[src/rtl/gpio_port_pkg.sv]
package gpio_port_pkg;

    localparam int unsigned PORT_W_DEF     = 8;
    localparam int unsigned SYNC_DEPTH_DEF = 2;

    typedef enum logic {
        DIR_OUT = 1'b0,
        DIR_IN  = 1'b1
    } pin_dir_e;

    typedef struct packed {
        logic oe;
        logic dout;
    } pad_drv_t;

    function automatic pad_drv_t make_drive(pin_dir_e dir, logic level);
        pad_drv_t d;
        d.oe   = (dir == DIR_OUT);
        d.dout = (dir == DIR_OUT) ? level : 1'b0;
        return d;
    endfunction

endpackage

[src/rtl/pin_sync.sv]
module pin_sync #(
    parameter int unsigned WIDTH  = 8,
    parameter int unsigned STAGES = 2
) (
    input  logic             clk,
    input  logic [WIDTH-1:0] d,
    output logic [WIDTH-1:0] q
);
    localparam int unsigned LAST = STAGES - 1;

    logic [WIDTH-1:0] stage_q [STAGES];

    always_ff @(posedge clk) begin
        stage_q[0] <= d;
    end

    for (genvar s = 1; s < STAGES; s++) begin : g_stage
        always_ff @(posedge clk) begin
            stage_q[s] <= stage_q[s-1];
        end
    end

    assign q = stage_q[LAST];
endmodule

[src/rtl/port_drive.sv]
module port_drive
    import gpio_port_pkg::*;
#(
    parameter int unsigned WIDTH = 8
) (
    input  logic [WIDTH-1:0] cfg_dir,
    input  logic [WIDTH-1:0] out_val,
    output logic [WIDTH-1:0] pin_oe,
    output logic [WIDTH-1:0] pin_o
);
    for (genvar i = 0; i < WIDTH; i++) begin : g_pad
        pin_dir_e dir;
        pad_drv_t drv;
        assign dir       = pin_dir_e'(cfg_dir[i]);
        assign drv       = make_drive(dir, out_val[i]);
        assign pin_oe[i] = drv.oe;
        assign pin_o[i]  = drv.dout;
    end
endmodule

[src/rtl/change_irq.sv]
module change_irq #(
    parameter int unsigned WIDTH = 8
) (
    input  logic             clk,
    input  logic             rst,
    input  logic [WIDTH-1:0] pin_s,
    input  logic [WIDTH-1:0] cfg_dir,
    input  logic             in_rd,
    output logic             irq
);
    logic [WIDTH-1:0] ref_q;
    logic [WIDTH-1:0] moved;

    // Reference tracks the pins during reset and reloads on each read.
    always_ff @(posedge clk) begin
        if (rst || in_rd) begin
            ref_q <= pin_s;
        end
    end

    // Only input-direction pins are watched; combinational in cfg_dir.
    assign moved = (pin_s ^ ref_q) & cfg_dir;
    assign irq   = !rst && (|moved);
endmodule

[src/rtl/gpio_port_core.sv]
module gpio_port_core
    import gpio_port_pkg::*;
#(
    parameter int unsigned WIDTH      = PORT_W_DEF,
    parameter int unsigned SYNC_DEPTH = SYNC_DEPTH_DEF
) (
    input  logic             clk,
    input  logic             rst,
    input  logic [WIDTH-1:0] cfg_dir,
    input  logic [WIDTH-1:0] out_val,
    input  logic [WIDTH-1:0] pol_inv,
    input  logic             in_rd,
    input  logic [WIDTH-1:0] pin_i,
    output logic [WIDTH-1:0] pin_oe,
    output logic [WIDTH-1:0] pin_o,
    output logic [WIDTH-1:0] in_data,
    output logic             int_n_oe
);
    logic [WIDTH-1:0] pin_s;

    pin_sync #(.WIDTH(WIDTH), .STAGES(SYNC_DEPTH)) u_sync (
        .clk (clk),
        .d   (pin_i),
        .q   (pin_s)
    );

    port_drive #(.WIDTH(WIDTH)) u_drive (
        .cfg_dir (cfg_dir),
        .out_val (out_val),
        .pin_oe  (pin_oe),
        .pin_o   (pin_o)
    );

    change_irq #(.WIDTH(WIDTH)) u_irq (
        .clk     (clk),
        .rst     (rst),
        .pin_s   (pin_s),
        .cfg_dir (cfg_dir),
        .in_rd   (in_rd),
        .irq     (int_n_oe)
    );

    assign in_data = pin_s ^ pol_inv;
endmodule

[config.mk]
export PLATFORM = sky130hd
export DESIGN_NAME = gpio_port_core
export DESIGN_NICKNAME = d
export VERILOG_FILES = /design/src/rtl/gpio_port_pkg.sv /design/src/rtl/pin_sync.sv /design/src/rtl/port_drive.sv /design/src/rtl/change_irq.sv /design/src/rtl/gpio_port_core.sv
export SDC_FILE = /design/constraint.sdc
export NUM_CORES = 1
export LEC_CHECK = 0
export ABC_AREA = 1
export BUFFER_PORTS_ARGS = -buffer_cell sky130_fd_sc_hd__clkbuf_2
export CAP_MARGIN = 20
export CORE_UTILIZATION = 40
export CTS_BUF_LIST = sky130_fd_sc_hd__clkbuf_8 sky130_fd_sc_hd__clkbuf_16
export DETAILED_ROUTE_END_ITERATION = 10
export GPL_ROUTABILITY_DRIVEN = 0
export PLACE_DENSITY = 0.81
export SLEW_MARGIN = 20
export SYNTH_ARGS = -nofsm -noshare
export SYNTH_HDL_FRONTEND = slang
export SYNTH_SLANG_ARGS = --single-unit
[constraint.sdc]
create_clock -name clk -period 1 [get_ports clk]
set_input_delay 0.15 -clock clk [delete_from_list [all_inputs] [get_ports clk]]
set_output_delay 0.15 -clock clk [all_outputs]
set_load 0.1 [all_outputs]
==> metrics.csv, run 1 <==
metric,value,unit
"count leader, synth",inv_1,
run status,aborted with a tool error,
Synth Area in XOR/XNOR,7.66,%
ys async rst share,0,%
HPWL Detailed,3.27,mm
Synth Area in Adders,0,%
Syn Inst Count,104,
Post-Synth Simple-Gate Area,17.4,%
root buf cell,clkbuf_8,
row cnt,16,
die extent in y,49.8,µm
Initial Util,44.4,%
mapped cell area,915,µm²
Post-synth EDFFs,8,
Post-CTS Hold Buffers,7,
Run Error,"[ERROR DPL-0038] Utilization greater than 100%, impossible to legalize",
Synth Flop Type,dfxtp_1,
largest family of logic cells by synthesized area,simple AND/OR/NAND/NOR gates,
post-cts gate resize count,17,
clock buffer count from CTS,3,
Seq cells post-synth,24,
"area leader, netlist",dfxtp_1,
Post-synth top cells,"inv_1, nand2_1, dfxtp_1",
Syn Area/Cell,8.79,µm²
Ys Warns,0,
Synth cell types,9,
IO Count,60,
Clock Path Buffers,2,
Post-CTS Setup Repair Bufs,1,
Die Wd,49.8,µm
post-synth top area share,35.0,%
sequential area share after synthesis,61.3,%
post-synthesis mux area share,0,%
Placed Cells,205,
H-tree level count,1,
synth top area cells,"dfxtp_1, edfxtp_1, inv_1, nand2_1, xor2_1",
Buffers on Ports,59,
Num Clock Sinks,24,
net count of the mapped netlist,139,
Synth Area in Compound Gates,0.547,%
stage reached,4_1_cts,
[cells by family after synthesis]
logic type,Yosys count
flops,24
simple gates,39
buf+inv,32
xor+xnor,8
compound gates,1
[through the flow]
step                      hold WS [ns]  worst slack (ns)  cell area [µm²]
after global placement           0.253            -0.135             1990
after floorplan                  0.178            -0.328             1170
after detailed placement         0.254            -0.316             1990
==> run 2: changes to the inputs <==
Settings changed: CORE_AREA set to 2 2 63 65, CORE_UTILIZATION 40 to not set, CTS_BUF_LIST sky130_fd_sc_hd__clkbuf_8 sky130_fd_sc_hd__clkbuf_16 to not set, DIE_AREA set to 0 0 65 67, PLACE_DENSITY 0.81 to not set, PLACE_DENSITY_LB_ADDON set to 0.15.
==> metrics.csv, run 2 <==
metric,value,unit
"area leader, netlist",dfxtp_1,
combinational power share,39.1,%
maximum capacitance violations,0,
Psw,1080,µW
initial antenna violation count,0,
run status,"complete, but fails checks",
failing checks,setup timing,
mapped cell area,915,µm²
Crit. Startpoint,u_irq.ref_q[2]$_DFFE_PP_,
Flop pwr share,34.7,%
synth top area cells,"dfxtp_1, edfxtp_1, inv_1, nand2_1, xor2_1",
Placed Cells,225,
ANT cells,0,
Syn Area/Cell,8.79,µm²
Design Power,3160,µW
worst hold start,u_sync.stage_q[0][7]$_DFF_P_,
fmax,0.687,GHz
Worst Path Arrival,1.31,ns
setup ws final,-0.456,ns
Num Clock Sinks,24,
"Area growth, synth to finish",140,%
Die Wd,65,µm
net count of the mapped netlist,139,
fin. max-slew vios,0,
Final Hold Viols,0,
total track usage,10.8,%
"Reg clk slew, reported paths",0.08,ns
die extent in y,67,µm
clock network fraction of total power,26.2,%
clk_lat worst skew,0.26,ns
sequential area share after synthesis,61.3,%
Worst Hold Class,reg2reg,
crit-path cells,"nand2_1, nand3_1, nand2_1, nor2_2, a21oi_4, buf_12",
Peak VDD IR,1040,µV
Via density,3.72,
WP data required,0.85,ns
fillers,290,
max reg flops,16,
Worst Tran Pin Value,0.211,ns
non-filler instance count after layout,238,
HPWL Detailed,1.89,mm
biggest regs,"u_sync.stage_q (16), u_irq.ref_q (8)",
Die ar.,4360,µm²
final setup fails,9,
critical path class,reg2out,
# DRC,0,
min Tclk post-route,1.46,ns
Post-synth EDFFs,8,
core area,3610,µm²
Post-synth top cells,"inv_1, nand2_1, dfxtp_1",
DR iter-0 viols,12,
critical path's top delay family,flip-flops,
CTS tree,built,
P per Cell Area,1440,nW/µm²
layout cell share with drive strength beyond 1,56.8,%
ys async rst share,0,%
"commonest non-fill, non-tap cell in the layout",clkbuf_2,
CP startpoint kind,flip-flop,
Critical R2R Launch,u_sync.stage_q[0][10]$_DFF_P_,
drt pass-1 iters,4,
routed via count,885,
H-tree level count,1,
largest net degree at the start of global routing,15,
endpoint class of the critical path,output pin,
row cnt,22,
Seq cells post-synth,24,
Leakage Power,0.00107,µW
ANT nets after route,0,
via count of the first global-routing pass,855,
"slowest stage delay, CP",0.40,ns
Synth cell types,9,
Slew headroom,86.0,%
"Slowest-stage cell, CP",edfxtp_1,
Synth Flop Type,dfxtp_1,
most frequent CP cell,nand2_1,
Buffers on Ports,59,
largest register by flop count,u_sync.stage_q,
"count leader, synth",inv_1,
IO Count,60,
Int Power,2070,µW
RSZ-0062 raised after global routing,yes,
CP max FO,2,
"commonest non-fill, non-tap cells in the layout","clkbuf_2, inv_1, buf_12, nand2_1",
WL per Instance,9.24,µm
final clock skew,0.00455,ns
Storage cell area,591,µm²
final cycle utilization of the critical path,146,%
gr ovfl total,0,
Detailed Route WL,2.20,mm
Syn Inst Count,104,
# nets final,226,
clock buffer count from CTS,3,
hold_ws,0.328,ns
Clock Path Buffers,2,
critical path buffer and inverter count,1,
area of the multi-input gates,460,µm²
root buf cell,clkbuf_8,
Ys Warns,0,
Initial Util,25.4,%
global-route wire length before repair,3.60,mm
switching power share of the total,34.3,%
post-synth top area share,35.0,%
==> run 2: through the flow <==
step,setup TNS [ns],area (µm²),utilization [%],setup slack (ns)
after detailed placement,-0.183,2010,55.7,-0.183
after CTS,-2.46,2190,60.7,-0.480
after global routing,-2.77,2200,60.9,-0.549
final,-2.33,2200,60.9,-0.456
after floorplan,-0.981,1170,-,-0.328
after global placement,-0.150,2010,55.7,-0.150
==> run 2: power groups by stage <==
| stage | clock network [µW] | registers [µW] | logic, µW |
|---|---|---|---|
| finish | 828 | 1090 | 1230 |
| global route | 898 | 1110 | 1280 |
| CTS | 854 | 1100 | 1240 |
| detailed placement | 0 | 1120 | 1210 |
| global placement | 0 | 1110 | 1190 |
| floorplan | 0 | 1130 | 693 |
==> run 2: routing by layer <==
metal	up-vias	global-route usage (%)	part of all wire [%]
met5	-	0	0
met4	0	3.99	0.73
met3	2	2.70	6.3
met2	30	19.7	56
met1	387	12.1	37
li1	466	-	-
==> run 2: cell type report <==
type                            instances  share of cell area [%]
Clock buffer                            3                    1.88
Clock inverter                          1                    1.37
Inverter                               32                    5.47
Multi-Input combinational cell         48                    21.0
Sequential cell                        24                    26.9
Tap cell                               48                    2.74
Timing Repair Buffer                   82                    40.7
==> run 2: repair_timing <==
| action | 4_1_cts | 5_1_grt |
|---|---|---|
| gates resized for setup | 8 | 3 |
| pin swaps | 3 | 1 |
| setup buffers | 1 | 4 |
| setup endpoints to repair | 9 | 9 |
| hold buffers | 8 | 0 |
| hold endpoints to repair | 8 | 0 |
==> run 2: path summary, 6_finish.rpt <==
| check | slack [ns] | endpoint | cells past startpoint |
|---|---|---|---|
| worst max register to register | 0.17 | u_irq.ref_q[2]$_DFFE_PP_ | 2 |
| worst min register to register | 0.33 | u_sync.stage_q[0][15]$_DFF_P_ | 0 |
| worst min-delay path | 0.33 | u_sync.stage_q[0][15]$_DFF_P_ | 0 |
| worst max-delay path | -0.46 | int_n_oe | 6 |
==> run 2: kinds of logic after synthesis <==
family / count (synthesis) / synth area share [%]
flip-flops: 24 / 61.3
XOR/XNOR: 8 / 7.66
AND/OR/NAND/NOR: 39 / 17.4
AO/OA/AOI/OAI: 1 / 0.547
buffers and inverters: 32 / 13.1
Note: power is estimated with default switching activity, not from simulation.
